===== src/rtl/uart_fifo_pkg.sv =====
package uart_fifo_pkg;

  // Control word bit positions
  localparam int CTL_EN    = 0;
  localparam int CTL_RXCLR = 1;
  localparam int CTL_TXCLR = 2;
  localparam int CTL_DMA   = 3;
  localparam int CTL_TXSEL = 4;
  localparam int CTL_RXSEL = 6;

  // Status word bit positions
  localparam int STS_TXIDLE = 0;
  localparam int STS_RXIDLE = 1;
  localparam int STS_UND    = 2;
  localparam int STS_OVR    = 3;
  localparam int STS_RXCNT  = 16;
  localparam int STS_TXCNT  = 24;
  localparam int STS_CNTW   = 6;

  typedef struct packed {
    logic [1:0] rx_sel;
    logic [1:0] tx_sel;
    logic       dma;
    logic       en;
  } fifo_cfg_t;

  // Transmit mark: larger select means a lower refill point
  function automatic logic [4:0] tx_mark(input logic [1:0] sel);
    case (sel)
      2'd0:    return 5'd16;
      2'd1:    return 5'd8;
      2'd2:    return 5'd4;
      default: return 5'd1;
    endcase
  endfunction

  // Receive mark: larger select means a deeper fill before request
  function automatic logic [4:0] rx_mark(input logic [1:0] sel);
    case (sel)
      2'd0:    return 5'd1;
      2'd1:    return 5'd4;
      2'd2:    return 5'd8;
      default: return 5'd16;
    endcase
  endfunction

endpackage


===== src/rtl/uart_byte_fifo.sv =====
module uart_byte_fifo #(
  parameter  int DW    = 8,
  parameter  int DEPTH = 32,
  localparam int AW    = $clog2(DEPTH),
  localparam int CW    = $clog2(DEPTH + 1)
) (
  input  logic          clk,
  input  logic          rst_n,
  input  logic          single_slot,
  input  logic          flush,
  input  logic          push_req,
  input  logic [DW-1:0] push_data,
  input  logic          pop_req,
  output logic [DW-1:0] head_data,
  output logic [CW-1:0] count,
  output logic          full,
  output logic          empty
);

  logic [DW-1:0] mem [DEPTH];
  logic [AW-1:0] wr_ptr_q, wr_ptr_d;
  logic [AW-1:0] rd_ptr_q, rd_ptr_d;
  logic [CW-1:0] count_q, count_d;
  logic          push_ok, pop_ok;

  function automatic logic [AW-1:0] ptr_next(input logic [AW-1:0] p);
    if (p == AW'(DEPTH - 1)) return '0;
    return p + AW'(1);
  endfunction

  assign full    = single_slot ? (count_q != '0) : (count_q == CW'(DEPTH));
  assign empty   = (count_q == '0);
  assign push_ok = push_req & ~full;
  assign pop_ok  = pop_req & ~empty;

  always_comb begin
    wr_ptr_d = wr_ptr_q;
    rd_ptr_d = rd_ptr_q;
    count_d  = count_q;
    if (flush) begin
      wr_ptr_d = '0;
      rd_ptr_d = '0;
      count_d  = '0;
    end else begin
      if (push_ok) wr_ptr_d = ptr_next(wr_ptr_q);
      if (pop_ok)  rd_ptr_d = ptr_next(rd_ptr_q);
      count_d = count_q + CW'(push_ok) - CW'(pop_ok);
    end
  end

  always_ff @(posedge clk or negedge rst_n) begin
    if (!rst_n) begin
      wr_ptr_q <= '0;
      rd_ptr_q <= '0;
      count_q  <= '0;
    end else begin
      wr_ptr_q <= wr_ptr_d;
      rd_ptr_q <= rd_ptr_d;
      count_q  <= count_d;
    end
  end

  // Storage needs no reset; only the pointers define contents
  always_ff @(posedge clk) begin
    if (push_ok && !flush) mem[wr_ptr_q] <= push_data;
  end

  assign head_data = mem[rd_ptr_q];
  assign count     = count_q;

endmodule


===== src/rtl/uart_fifo_ctl.sv =====
module uart_fifo_ctl
  import uart_fifo_pkg::*;
(
  input  logic       clk,
  input  logic       rst_n,
  input  logic       wr_en,
  input  logic [7:0] wr_data,
  output fifo_cfg_t  cfg,
  output logic       rx_flush,
  output logic       tx_flush,
  output logic [7:0] rd_data
);

  fifo_cfg_t cfg_q, cfg_d;

  always_comb begin
    cfg_d = cfg_q;
    if (wr_en) begin
      cfg_d.en     = wr_data[CTL_EN];
      cfg_d.dma    = wr_data[CTL_DMA];
      cfg_d.tx_sel = wr_data[CTL_TXSEL +: 2];
      cfg_d.rx_sel = wr_data[CTL_RXSEL +: 2];
    end
  end

  always_ff @(posedge clk or negedge rst_n) begin
    if (!rst_n) cfg_q <= '0;
    else        cfg_q <= cfg_d;
  end

  // Flush strobes act within the write cycle and are never stored
  assign rx_flush = wr_en & wr_data[CTL_RXCLR];
  assign tx_flush = wr_en & wr_data[CTL_TXCLR];

  always_comb begin
    rd_data                  = '0;
    rd_data[CTL_EN]          = cfg_q.en;
    rd_data[CTL_DMA]         = cfg_q.dma;
    rd_data[CTL_TXSEL +: 2]  = cfg_q.tx_sel;
    rd_data[CTL_RXSEL +: 2]  = cfg_q.rx_sel;
  end

  assign cfg = cfg_q;

endmodule


===== src/rtl/uart_fifo_req.sv =====
module uart_fifo_req
  import uart_fifo_pkg::*;
#(
  parameter int CW = 6
) (
  input  logic          en,
  input  logic [1:0]    tx_sel,
  input  logic [1:0]    rx_sel,
  input  logic [CW-1:0] tx_count,
  input  logic [CW-1:0] rx_count,
  input  logic          tx_empty,
  input  logic          rx_full,
  output logic          tx_req,
  output logic          rx_req
);

  logic [CW-1:0] tx_lim, rx_lim;

  assign tx_lim = CW'(tx_mark(tx_sel));
  assign rx_lim = CW'(rx_mark(rx_sel));

  // In single-slot mode the marks are meaningless; use occupancy directly
  assign tx_req = en ? (tx_count <= tx_lim) : tx_empty;
  assign rx_req = en ? (rx_count >  rx_lim) : rx_full;

endmodule


===== src/rtl/uart_fifo_status.sv =====
module uart_fifo_status
  import uart_fifo_pkg::*;
#(
  parameter int CW = 6
) (
  input  logic          clk,
  input  logic          rst_n,
  input  logic          rd_en,
  input  logic          ovr_evt,
  input  logic          und_evt,
  input  logic [CW-1:0] tx_count,
  input  logic [CW-1:0] rx_count,
  input  logic          tx_idle,
  input  logic          rx_idle,
  output logic [31:0]   word
);

  logic ovr_q, ovr_d;
  logic und_q, und_d;

  // A fresh event outranks the clear from a status read
  always_comb begin
    ovr_d = ovr_evt | (ovr_q & ~rd_en);
    und_d = und_evt | (und_q & ~rd_en);
  end

  always_ff @(posedge clk or negedge rst_n) begin
    if (!rst_n) begin
      ovr_q <= 1'b0;
      und_q <= 1'b0;
    end else begin
      ovr_q <= ovr_d;
      und_q <= und_d;
    end
  end

  always_comb begin
    word                          = '0;
    word[STS_TXIDLE]              = tx_idle;
    word[STS_RXIDLE]              = rx_idle;
    word[STS_UND]                 = und_q;
    word[STS_OVR]                 = ovr_q;
    word[STS_RXCNT +: STS_CNTW]   = STS_CNTW'(rx_count);
    word[STS_TXCNT +: STS_CNTW]   = STS_CNTW'(tx_count);
  end

endmodule


===== src/rtl/uart_fifo_pair.sv =====
module uart_fifo_pair
  import uart_fifo_pkg::*;
#(
  parameter  int DW    = 8,
  parameter  int DEPTH = 32,
  localparam int CW    = $clog2(DEPTH + 1)
) (
  input  logic          clk,
  input  logic          rst_n,
  input  logic          host_wr_en,
  input  logic [DW-1:0] host_wr_data,
  input  logic          host_rd_en,
  output logic [DW-1:0] host_rd_data,
  input  logic          ctl_wr_en,
  input  logic [7:0]    ctl_wr_data,
  output logic [7:0]    ctl_rd_data,
  input  logic          stat_rd_en,
  output logic [31:0]   stat_rd_data,
  input  logic          line_tx_pop,
  output logic [DW-1:0] line_tx_data,
  input  logic          line_rx_push,
  input  logic [DW-1:0] line_rx_data,
  input  logic          tx_shift_busy,
  input  logic          rx_shift_busy,
  output logic          tx_req,
  output logic          rx_req,
  output logic [CW-1:0] tx_level,
  output logic [CW-1:0] rx_level,
  output logic          fifo_on,
  output logic          dma_sel
);

  fifo_cfg_t     cfg;
  logic          rx_flush, tx_flush;
  logic          tx_full, tx_empty, rx_full, rx_empty;
  logic [CW-1:0] tx_cnt, rx_cnt;

  uart_fifo_ctl u_ctl (
    .clk      (clk),
    .rst_n    (rst_n),
    .wr_en    (ctl_wr_en),
    .wr_data  (ctl_wr_data),
    .cfg      (cfg),
    .rx_flush (rx_flush),
    .tx_flush (tx_flush),
    .rd_data  (ctl_rd_data)
  );

  uart_byte_fifo #(.DW(DW), .DEPTH(DEPTH)) u_txq (
    .clk         (clk),
    .rst_n       (rst_n),
    .single_slot (~cfg.en),
    .flush       (tx_flush),
    .push_req    (host_wr_en),
    .push_data   (host_wr_data),
    .pop_req     (line_tx_pop),
    .head_data   (line_tx_data),
    .count       (tx_cnt),
    .full        (tx_full),
    .empty       (tx_empty)
  );

  uart_byte_fifo #(.DW(DW), .DEPTH(DEPTH)) u_rxq (
    .clk         (clk),
    .rst_n       (rst_n),
    .single_slot (~cfg.en),
    .flush       (rx_flush),
    .push_req    (line_rx_push),
    .push_data   (line_rx_data),
    .pop_req     (host_rd_en),
    .head_data   (host_rd_data),
    .count       (rx_cnt),
    .full        (rx_full),
    .empty       (rx_empty)
  );

  uart_fifo_req #(.CW(CW)) u_req (
    .en       (cfg.en),
    .tx_sel   (cfg.tx_sel),
    .rx_sel   (cfg.rx_sel),
    .tx_count (tx_cnt),
    .rx_count (rx_cnt),
    .tx_empty (tx_empty),
    .rx_full  (rx_full),
    .tx_req   (tx_req),
    .rx_req   (rx_req)
  );

  uart_fifo_status #(.CW(CW)) u_sts (
    .clk      (clk),
    .rst_n    (rst_n),
    .rd_en    (stat_rd_en),
    .ovr_evt  (host_wr_en & tx_full),
    .und_evt  (host_rd_en & rx_empty),
    .tx_count (tx_cnt),
    .rx_count (rx_cnt),
    .tx_idle  (tx_empty & ~tx_shift_busy),
    .rx_idle  (rx_empty & ~rx_shift_busy),
    .word     (stat_rd_data)
  );

  assign tx_level = tx_cnt;
  assign rx_level = rx_cnt;
  assign fifo_on  = cfg.en;
  assign dma_sel  = cfg.dma;

endmodule


===== config.mk =====
export PLATFORM = sky130hd
export DESIGN_NAME = uart_fifo_pair
export DESIGN_NICKNAME = d
export VERILOG_FILES = /design/src/rtl/uart_fifo_pkg.sv /design/src/rtl/uart_byte_fifo.sv /design/src/rtl/uart_fifo_ctl.sv /design/src/rtl/uart_fifo_req.sv /design/src/rtl/uart_fifo_status.sv /design/src/rtl/uart_fifo_pair.sv
export SDC_FILE = /design/constraint.sdc
export NUM_CORES = 1
export LEC_CHECK = 0
export BUFFER_PORTS_ARGS = -buffer_cell sky130_fd_sc_hd__buf_2
export CORE_ASPECT_RATIO = 0.6
export CORE_MARGIN = 2
export CORE_UTILIZATION = 60
export DETAILED_ROUTE_END_ITERATION = 8
export PLACE_DENSITY = 0.75
export SLEW_MARGIN = 0
export SYNTH_ARGS = -nofsm -noshare
export SYNTH_HDL_FRONTEND = slang
export SYNTH_SLANG_ARGS = --single-unit

===== constraint.sdc =====
create_clock -name clk -period 5.7 [get_ports clk]
set_input_delay 0.285 -clock clk [delete_from_list [all_inputs] [get_ports clk]]
set_output_delay 0.285 -clock clk [all_outputs]
set_load 0.02 [all_outputs]

==> qor.csv, run 1 <==
stage,metric,value,unit
cts,cts.sinks,552,
logic_synthesis,synth_edf_count,512,
worst_hold_path,hold_path_class,in2reg,
cts,cts_buffers,49,
global_route,grt-ovfl-total,0,
place,gp_congestion,0.867,
drt,drt_wl_total,49800,um
floorplan,die_y,155,um
drt,wl_per_cell,25.9,um
place,pre_cts_slack,2550,ps
cts,root_buffer,clkbuf_16,
place,dpl.hpwl,32400,um
sta,finalMaxSlewViolations,0,
power,ir_drop,330,uV
global_route,grt_pass1_vias,12000,
power,p_per_area,416,nW/um^2
global_route,grt_usage,25.3,%
logic_synthesis,yosys_warnings,0,
power,clockPowerShare,32.5,%
floorplan,die_x,256,um
drt,top_layer,met4,
power,netSwitchingFraction,28.7,%
sta,tightest_slew,1150,ps
cts,path_clk_slew,70,ps
sta,slew_headroom,23.2,%
floorplan,ios,106,
worst_setup_path,critPathArrivalTime,3430,ps
worst_setup_path,r2r_start,u_txq.count[2],
power,seq_power_share,45.7,%
cts,htree_levels,2,
floorplan,core,37700,um^2
power,power_switching,3010,uW
drt,vias,12400,
cells_and_area,nets,1451,
logic_synthesis,yosysUniqueCellTypes,61,
logic_synthesis,netlist_area,22900,um^2
power,power,10500,uW
sta,clock.fmax,269,MHz
sta,fin_crit_sh,65.2,%
worst_setup_path,startpoint,u_txq.rd_ptr_q[1],
global_route,antenna_found_initial,0,
logic_synthesis,ys_seq_area_share,71.4,%
sta,finalHoldViolCount,0,
power,p_int,7480,uW
floorplan,start_util,60.9,%
worst_setup_path,start_kind,flop,
worst_setup_path,cp-end-kind,output pin,
cts,clockBufferDepth,3,
place,port-buffer-count,87,
sta,fin_skew,20.9,ps
cts,cts_tree,built,
global_route,grt_start_max_net_pins,55,
logic_synthesis,async_reset_ff_share,7.25,%
drt,wl_met3,6240,um
logic_synthesis,synth_area_per_cell,17.5,um^2
flow_run,cap_violations,0,
worst_setup_path,cp.required,5410,ps
sta,finalSetupTns,0,ps
drt,routed_via_density,6.43,
logic_synthesis,ys.flop_type,edfxtp_1,
drt,drt_first_iter_violations,1397,
floorplan,dieArea,39900,um^2
sta,rsz0062_at_grt,false,
cells_and_area,drive_gt1_share,19.6,%
power,leakage,0.00841,uW
cells_and_area,diodes,0,
drt,drc,0,
drt,postRouteAntennaNets,0,
floorplan,num_rows,55,
sta,layout_setup_ws,1980,ps
drt,drtPass1Iterations,5,
drt,wl_met2,20900,um
global_route,grt_pass1_wl,74800,um
sta,setup_violations,0,
cts,clkLatencyLatePin,570,ps
worst_setup_path,cp_max_fo,54,
logic_synthesis,netlist_instances,1308,
worst_hold_path,hold_start,host_rd_en,
power,p_comb_share,21.7,%
status,status,completed,
cells_and_area,syn_to_final_growth,9.91,%
drt,met1Wirelength,21900,um
sta,fin_crit,3720,ps
cells_and_area,final_util,66.9,%
worst_setup_path,critPathKind,reg2out,
logic_synthesis,ys_seq_elements,552,
## state kept, by name (all words and copies together), names as in the netlist
name	count
u_txq.rd_ptr_q	5
u_rxq.count	6
u_ctl.cfg	6
u_rxq.rd_ptr_q	5
u_sts.ovr_q	1
u_txq.wr_ptr_q	5
u_rxq.mem	256
u_txq.count	6
u_sts.und_q	1
u_txq.mem	256
u_rxq.wr_ptr_q	5
## stage by stage
| stage | area [um^2] | instances | hold WS (ps) |
|---|---|---|---|
| floorplan | 23000 | 1325 | -10.6 |
| global placement | 23500 | 1829 | 478 |
| detailed placement | 23500 | 1829 | 482 |
| CTS | 25200 | 1924 | 39.9 |
| global route | 25200 | 1924 | 84.7 |
| finish | 25200 | 1924 | 49.9 |
## logic make-up (layout without fill, tap and decap cells)
| group | count (synthesis) | after routing | share of synthesized area (%) |
|---|---|---|---|
| fa+ha+maj | 42 | 42 | 2.36 |
| other cells | 1 | 18 | 0.0163 |
| simple gates | 250 | 250 | 5.82 |
| buf+inv | 131 | 217 | 3.30 |
| mux | 189 | 189 | 12.6 |
| compound gates | 137 | 137 | 4.29 |
| xor+xnor | 6 | 6 | 0.229 |
| flops | 552 | 552 | 71.4 |
## layout by cell type (no fill, tap or decap), drive strengths merged, types with 6 or more instances in the layout
cell / synthesis / final
a21oi: 18 / 18
a22oi: 83 / 83
and2: 9 / 9
and3: 8 / 8
buf: 78 / 95
bufinv: 0 / 8
clkbuf: 26 / 60
clkinv: 0 / 11
clkinvlp: 0 / 6
conb: 1 / 18
dfrtp: 40 / 40
dlygate4sd3: 0 / 8
edfxtp: 512 / 512
ha: 40 / 40
inv: 27 / 29
mux2: 7 / 7
mux2i: 102 / 102
mux4: 80 / 80
nand2: 20 / 20
nand2b: 6 / 6
nand3: 42 / 42
nand3b: 9 / 9
nand4: 18 / 18
nor2: 93 / 93
nor2b: 10 / 10
nor3b: 6 / 6
o21ai: 14 / 14
xnor2: 6 / 6
## cells in the mapped netlist (all sizes together), types with 2 or more instances
cell type	count	share of area (%)
nor3b	6	0.22
mux2i	102	4.4
nor2	93	1.5
nand2	20	0.33
mux2	7	0.34
o21bai	2	0.065
edfxtp	512	67
or4	3	0.098
o21ai	14	0.31
nand2b	6	0.20
fa	2	0.17
or3b	5	0.19
inv	27	0.44
a41oi	2	0.076
a21oi	18	0.41
mux4	80	7.9
nand3	42	1.0
buf	78	2.4
a32o	2	0.087
nand4	18	0.49
a31o	2	0.076
ha	40	2.2
clkbuf	26	0.43
nand3b	9	0.29
nor2b	10	0.27
and3	8	0.22
a21o	2	0.065
dfrtp	40	4.4
xnor2	6	0.23
nor4	4	0.11
and3b	3	0.11
and2	9	0.25
or3	5	0.14
or4b	2	0.087
a22oi	83	2.7
a31oi	4	0.11
and4bb	2	0.13
## critical path, cell delays in order (launching register included)
cell	delay [ps]
dfrtp_4	770
buf_4	750
mux4_2	580
mux2_2	280
a21oi_2	130
o311ai_1	120
buf_2	200
## per-layer routing
metal,track usage (%),up-vias
li1,-,5267
met1,40.1,6355
met2,34.7,682
met3,7.98,72
met5,0,-
met4,5.32,0
## worst paths after layout
path	endpoint	slack [ps]	depth (start not counted)
worst max-delay path	line_tx_data[7]	1980	6
worst min register to register	u_ctl.cfg[1]	530	1
worst min-delay path	u_sts.und_q	50	3
worst max register to register	u_txq.mem[16][3]	2640	7
min in group asynchronous	u_txq.rd_ptr_q[1]	400	2
max in group asynchronous	u_rxq.rd_ptr_q[0]	4590	2
## area by class of cell
| class | instances | area [um^2] |
|---|---|---|
| flip-flops and latches | 552 | 16400 |
| multi-input cells | 642 | 5880 |
| well taps | 513 | 642 |
| clock inverters | 27 | 353 |
| clock buffers | 60 | 1290 |
| fillers | 2503 | 12500 |
| repair buffers | 103 | 576 |
| inverters | 27 | 101 |
## timing repair
action                    in CTS  in global routing
setup buffers                  0                  0
hold endpoints to repair      48                  0
hold buffers                   8                  0
resized for setup              0                  0
## power groups by stage
stage                     registers [uW]  clock network [uW]  logic [uW]
after detailed placement            4890                   0        2260
after floorplan                     4760                   0        1810
final                               4800                3410        2280
after global routing                4830                3610        2460
after CTS                           4800                3450        2270
after global placement              4880                   0        2220
(Power assumes the default switching activity.)
==> run 2: changes to the inputs <==
CORE_UTILIZATION = 55   (was 60)
PLACE_DENSITY = 0.72   (was 0.75)
clock period = 3.4 ns   (was 5.7 ns; I/O delays follow)
==> qor.csv, run 2 (synthesis gave the netlist of run 1 again) <==
stage,metric,value,unit,change
cts,root_buffer,clkbuf_16,,
worst_setup_path,critPathArrivalTime,3050,ps,-380 ps
drt,routed_via_density,6.19,,-3.7%
global_route,top_usage_layer,met1,,
worst_setup_path,start_kind,flop,,
global_route,gr-usage-met3,6.37,%,-1.6 points
floorplan,die_y,162,um,+4.3%
cells_and_area,layout_common_cells,"edfxtp_1, mux2i_1, nor2_1",,
sta,tightest_slew,1110,ps,-41.1 ps
cts,clockBufferDepth,3,,unchanged
sta,finalSetupTns,0,ps,unchanged
cells_and_area,nets,1519,,+4.7%
cts,htree_levels,2,,unchanged
worst_setup_path,worst-path-buf-inv,1,,-1
power,leakage,0.00873,uW,+3.9%
cells_and_area,top_regs,"u_rxq.mem (256), u_txq.mem (256)",,
place,dpl.hpwl,34300,um,+6.0%
sta,fin_crit,3220,ps,
worst_setup_path,worstPathCellList,"mux4_2, a22oi_1, nand4_1, buf_2",,
cts,cts.sinks,552,,unchanged
global_route,grt_pass1_vias,12100,,+0.75%
drt,postRouteAntennaNets,0,,unchanged
worst_setup_path,slowest_delay,1070,ps,+300 ps
global_route,grt-ovfl-total,0,,unchanged
cells_and_area,final_common_cell,edfxtp_1,,
drt,wl_per_cell,25.6,um,-0.90%
place,gp_congestion,0.884,,+1.9%
floorplan,ios,106,,unchanged
cts,cts_tree,built,,
drt,drt_first_iter_violations,1545,,+11%
power,p_per_area,677,nW/um^2,+63%
worst_setup_path,crit_family,flip-flops,,
power,ir_drop,649,uV,+96%
sta,finalMaxSlewViolations,0,,unchanged
global_route,grt_use_met2,32.0,%,-2.7 points
sta,fin_crit_sh,94.6,%,
cells_and_area,syn_to_final_growth,12.0,%,
floorplan,core,40800,um^2,+8.2%
floorplan,start_util,56.3,%,-4.6 points
drt,drt_wl_total,52300,um,+5.0%
floorplan,die_x,268,um,+4.4%
status,status,completed,,
sta,rsz0062_at_grt,false,,
global_route,antenna_found_initial,1,,+1
sta,fin_skew,12.4,ps,-8.56 ps
worst_hold_path,min_to,u_sts.ovr_q,,
floorplan,num_rows,57,,+3.6%
worst_setup_path,timing.rr.end,u_txq.count[4],,
worst_hold_path,hold_path_depth,3,,unchanged
drt,drc,0,,unchanged
sta,setup_violations,0,,unchanged
place,port-buffer-count,87,,unchanged
global_route,grt_start_max_net_pins,50,,-9.1%
cells_and_area,finalNonFillerCells,2039,,+6.0%
worst_hold_path,hold_path_class,in2reg,,
drt,drtPass1Iterations,5,,unchanged
worst_setup_path,cp.required,3230,ps,-2180 ps
sta,clock.fmax,311,MHz,
floorplan,dieArea,43400,um^2,+8.9%
global_route,grt_pass1_wl,78000,um,+4.4%
worst_hold_path,hold_start,host_wr_en,,
worst_setup_path,reg2reg_depth,13,,+6
place,place_inst,1940,,+6.1%
place,pre_cts_slack,505,ps,-2040 ps
worst_setup_path,critPathKind,reg2out,,
cts,path_clk_slew,60,ps,about the same
sta,finalHoldViolCount,0,,unchanged
sta,layout_setup_ws,182,ps,-1800 ps
worst_setup_path,r2r_start,u_txq.count[4],,
global_route,grt_usage,24.6,%,-0.74 points
cts,clkLatencyLatePin,560,ps,about the same
drt,vias,12600,,+2.0%
sta,hold_slack,16.0,ps,-33.9 ps
global_route,grt_use_met1,41.6,%,+1.5 points
worst_setup_path,reg2reg_slack,450,ps,-2190 ps
worst_setup_path,cp_max_fo,24,,-56%
sta,slew_headroom,25.9,%,+2.7 points
worst_setup_path,crit_slowest_cell,dfrtp_1,,
flow_run,cap_violations,0,,unchanged
cts,cts_buffers,49,,unchanged
cells_and_area,drive_gt1_share,22.5,%,+2.9 points
worst_setup_path,cp-end-kind,output pin,,
run 2: cell count changes in the layout (fill, tap and decap cells not counted), sizes merged:
| cell | before | now |
|---|---|---|
| buf | 95 | 161 |
| dlygate4sd3 | 8 | 10 |
| clkinv | 11 | 17 |
| clkbuf | 60 | 62 |
| clkinvlp | 6 | 1 |
| bufinv | 8 | 5 |
| diode | 0 | 1 |
| inv | 29 | 28 |
run 2: worst reg2reg max path: stages, from the launching register on:
cell and delay [ps]:
dfrtp_1 420, inv_1 130, ha_1 160, and4bb_2 310, nand2b_1 270, inv_1 80
ha_1 270, inv_1 40, ha_1 210, fa_1 440, a21oi_1 170, o21bai_1 90
xnor2_1 160, nor2_1 70
run 2: repair_timing:
action                                  CTS  global route
hold buffers                             10             0
resized for setup                         0             2
setup buffers                             0             2
hold endpoints to repair                 48             0
endpoints found under the setup margin    0            11
run 2: where the power goes:
group          internal [uW]  total, uW  switching [uW]
registers               7620       8040             428
clock network           3020       5370            2350
logic                   1680       4000            2320
total                  12300      17400            5090
run 2: cell type report:
type / count / area [um^2]
flip-flops and latches: 552 / 16400
repair buffers: 171 / 1120
inverters: 27 / 101
multi-input cells: 642 / 5880
clock buffers: 62 / 1270
clock inverters: 24 / 239
diodes: 1 / 2.50
fillers: 2869 / 15100
well taps: 560 / 701
run 2: metal layers:
metal  vias to the layer above  part of all wire [%]
met1                      6410                    46
met4                         0                   1.4
li1                       5401                     -
met5                         -                     0
met3                        64                    12
met2                       749                    41
run 2: metrics by stage:
stage          utilization [%]  area, um^2  total power, uW
4_1_cts                   62.9       25700            17400
3_3_place_gp              58.9       24000            12000
5_1_grt                   63.0       25700            18100
3_5_place_dp              58.9       24000            12100
6_report                  63.0       25700            17400
2_1_floorplan                -       23000            11000
run 2: worst max-delay path by stage:
stage,start,to,slack [ps],depth (start not counted)
after CTS,u_txq.rd_ptr_q[0],line_tx_data[4],70,5
after detailed placement,u_txq.count[2],u_txq.count[4],500,13
after floorplan,u_txq.count[4],u_txq.count[4],610,14
after global routing,u_txq.rd_ptr_q[4],line_tx_data[3],100,4
final,u_txq.rd_ptr_q[4],line_tx_data[5],180,4
after global placement,u_txq.count[4],u_txq.count[4],590,13
==> run 3: changes to the inputs <==
CORE_MARGIN = unset   (was 2)
clock period = 2.8 ns   (was 3.4 ns; I/O delays follow)
==> qor.csv, run 3 (synthesis gave the netlist of run 1 again) <==
stage,metric,value,unit,change
status,status,"complete, but fails checks",,
status,violations,setup timing,,
sta,finalSetupTns,-4.64,ps,-4.64 ps
power,ir_drop,596,uV,-8.2%
global_route,antenna_found_initial,0,,-1
global_route,grt_start_max_net_pins,48,,-4.0%
place,gp_congestion,0.869,,-1.6%
worst_setup_path,cp.required,2660,ps,-570 ps
cts,cts_tree,built,,
global_route,grt-ovfl-total,0,,unchanged
sta,fin_skew,12.3,ps,-0.0695 ps
worst_setup_path,start_kind,flop,,
sta,rsz0062_at_grt,true,,
global_route,grt_pass1_wl,78000,um,about the same
cells_and_area,syn_to_final_growth,15.5,%,
global_route,grt_pass1_vias,12600,,+4.9%
worst_hold_path,hold_start,host_wr_en,,
cts,cts_buffers,50,,+2.0%
cells_and_area,final_util,65.0,%,+2.0 points
power,p_per_area,832,nW/um^2,+23%
floorplan,die_y,160,um,-1.2%
worst_hold_path,hold_path_class,in2reg,,
power,p_comb_share,25.5,%,+2.5 points
worst_hold_path,hold_path_depth,4,,+1
cells_and_area,nets,1586,,+4.4%
power,netSwitchingFraction,28.8,%,-0.48 points
cts,root_buffer,clkbuf_16,,
drt,postRouteAntennaNets,0,,unchanged
sta,layout_setup_ws,-4.64,ps,-187 ps
worst_setup_path,cp_max_fo,2,,-92%
drt,drc,0,,unchanged
sta,tightest_slew,953,ps,-158 ps
worst_setup_path,critPathKind,reg2out,,
worst_setup_path,reg2reg_depth,13,,unchanged
worst_setup_path,cp-end-kind,output pin,,
place,port-buffer-count,87,,unchanged
sta,fin_crit_sh,100,%,
worst_setup_path,startpoint,u_ctl.cfg[3],,
drt,routed_via_density,6.04,,-2.5%
cts,clockBufferDepth,3,,unchanged
cts,path_clk_slew,70,ps,about the same
cells_and_area,final_common_cell,edfxtp_1,,
cts,cts.sinks,552,,unchanged
floorplan,ios,106,,unchanged
place,dpl.hpwl,34000,um,-0.89%
sta,clock.fmax,357,MHz,
cells_and_area,diodes,0,,-1
floorplan,num_rows,57,,unchanged
floorplan,die_x,266,um,-0.75%
cells_and_area,top_regs,"u_rxq.mem (256), u_txq.mem (256)",,
cells_and_area,drive_gt1_share,26.5,%,+4.0 points
cts,htree_levels,2,,unchanged
drt,vias,12700,,+0.78%
floorplan,start_util,56.3,%,unchanged
worst_setup_path,critPathArrivalTime,2660,ps,-390 ps
drt,drt_first_iter_violations,1502,,-2.8%
drt,wl_per_cell,24.8,um,-3.3%
drt,drtPass1Iterations,5,,unchanged
power,power,22100,uW,+27%
cells_and_area,layout_common_cells,"edfxtp_1, buf_4, mux2i_1",,
floorplan,dieArea,42600,um^2,-2.0%
power,power_switching,6350,uW,+25%
drt,drt_wl_total,52200,um,about the same
sta,finalMaxSlewViolations,0,,unchanged
global_route,grt_usage,24.9,%,+0.33 points
sta,slew_headroom,36.5,%,+11 points
power,seq_power_share,43.2,%,-3.0 points
sta,setup_violations,1,,+1
floorplan,core,40800,um^2,unchanged
worst_setup_path,r2r_start,u_txq.count[4],,
cts,clkLatencyLatePin,570,ps,about the same
sta,fin_crit,2800,ps,
place,pre_cts_slack,72.5,ps,-432 ps
power,leakage,0.00917,uW,+5.0%
worst_setup_path,reg2reg_slack,60,ps,-390 ps
power,clockPowerShare,31.4,%,+0.6 points
flow_run,cap_violations,0,,unchanged
power,p_int,15700,uW,+28%
sta,finalHoldViolCount,0,,unchanged
run 3: power groups by stage:
stage / Clock [uW] / Combinational [uW] / Sequential [uW]
3_5_place_dp: 0 / 5100 / 9830
3_3_place_gp: 0 / 5020 / 9810
6_report: 6920 / 5620 / 9520
4_1_cts: 7000 / 5520 / 9510
5_1_grt: 7320 / 6030 / 9540
2_1_floorplan: 0 / 3680 / 9690
run 3: worst paths after layout:
kind,end
hold reg to reg,u_sts.und_q
max in group asynchronous,u_txq.rd_ptr_q[0]
hold / removal,u_txq.wr_ptr_q[0]
setup reg to reg,u_txq.count[4]
setup / recovery,tx_req
min in group asynchronous,u_ctl.cfg[0]
run 3: area by class of cell:
type	count	area [um^2]
timing repair buffer	237	1740
fill	2788	14300
multi-input combinational	642	5930
sequential	552	16400
tap	560	701
inverter	27	101
clock inverter	21	251
clock buffer	69	1400
run 3: per-stage QoR:
stage               cells  instance area (um^2)  hold slack [ps]
finish               2108                 26500             25.6
global route         2108                 26500             36.9
CTS                  2102                 26400             10.5
detailed placement   1980                 24400              345
global placement     1980                 24400              336
floorplan            1325                 23000             -156
run 3: routing by layer:
metal,track usage (%),part of all wire (%),up-vias
li1,-,-,5550
met1,39.9,45,6450
met2,33.0,41,649
met3,7.90,12,72
met4,5.80,1.9,2
met5,0.901,0.069,-
run 3: repair_timing:
item,CTS,global route
gates resized for setup,4,13
endpoints found under the hold margin,49,0
endpoints found under the setup margin,17,17
setup buffers,16,6
pin swaps,1,3
hold buffers,16,0
run 3: worst max-delay path, stage by stage (launching register included):
cell	delay [ps]
dfrtp_1	400
or2_2	300
ha_1	280
and4b_1	200
a21boi_0	120
or4_1	410
a31oi_1	210
buf_4	180
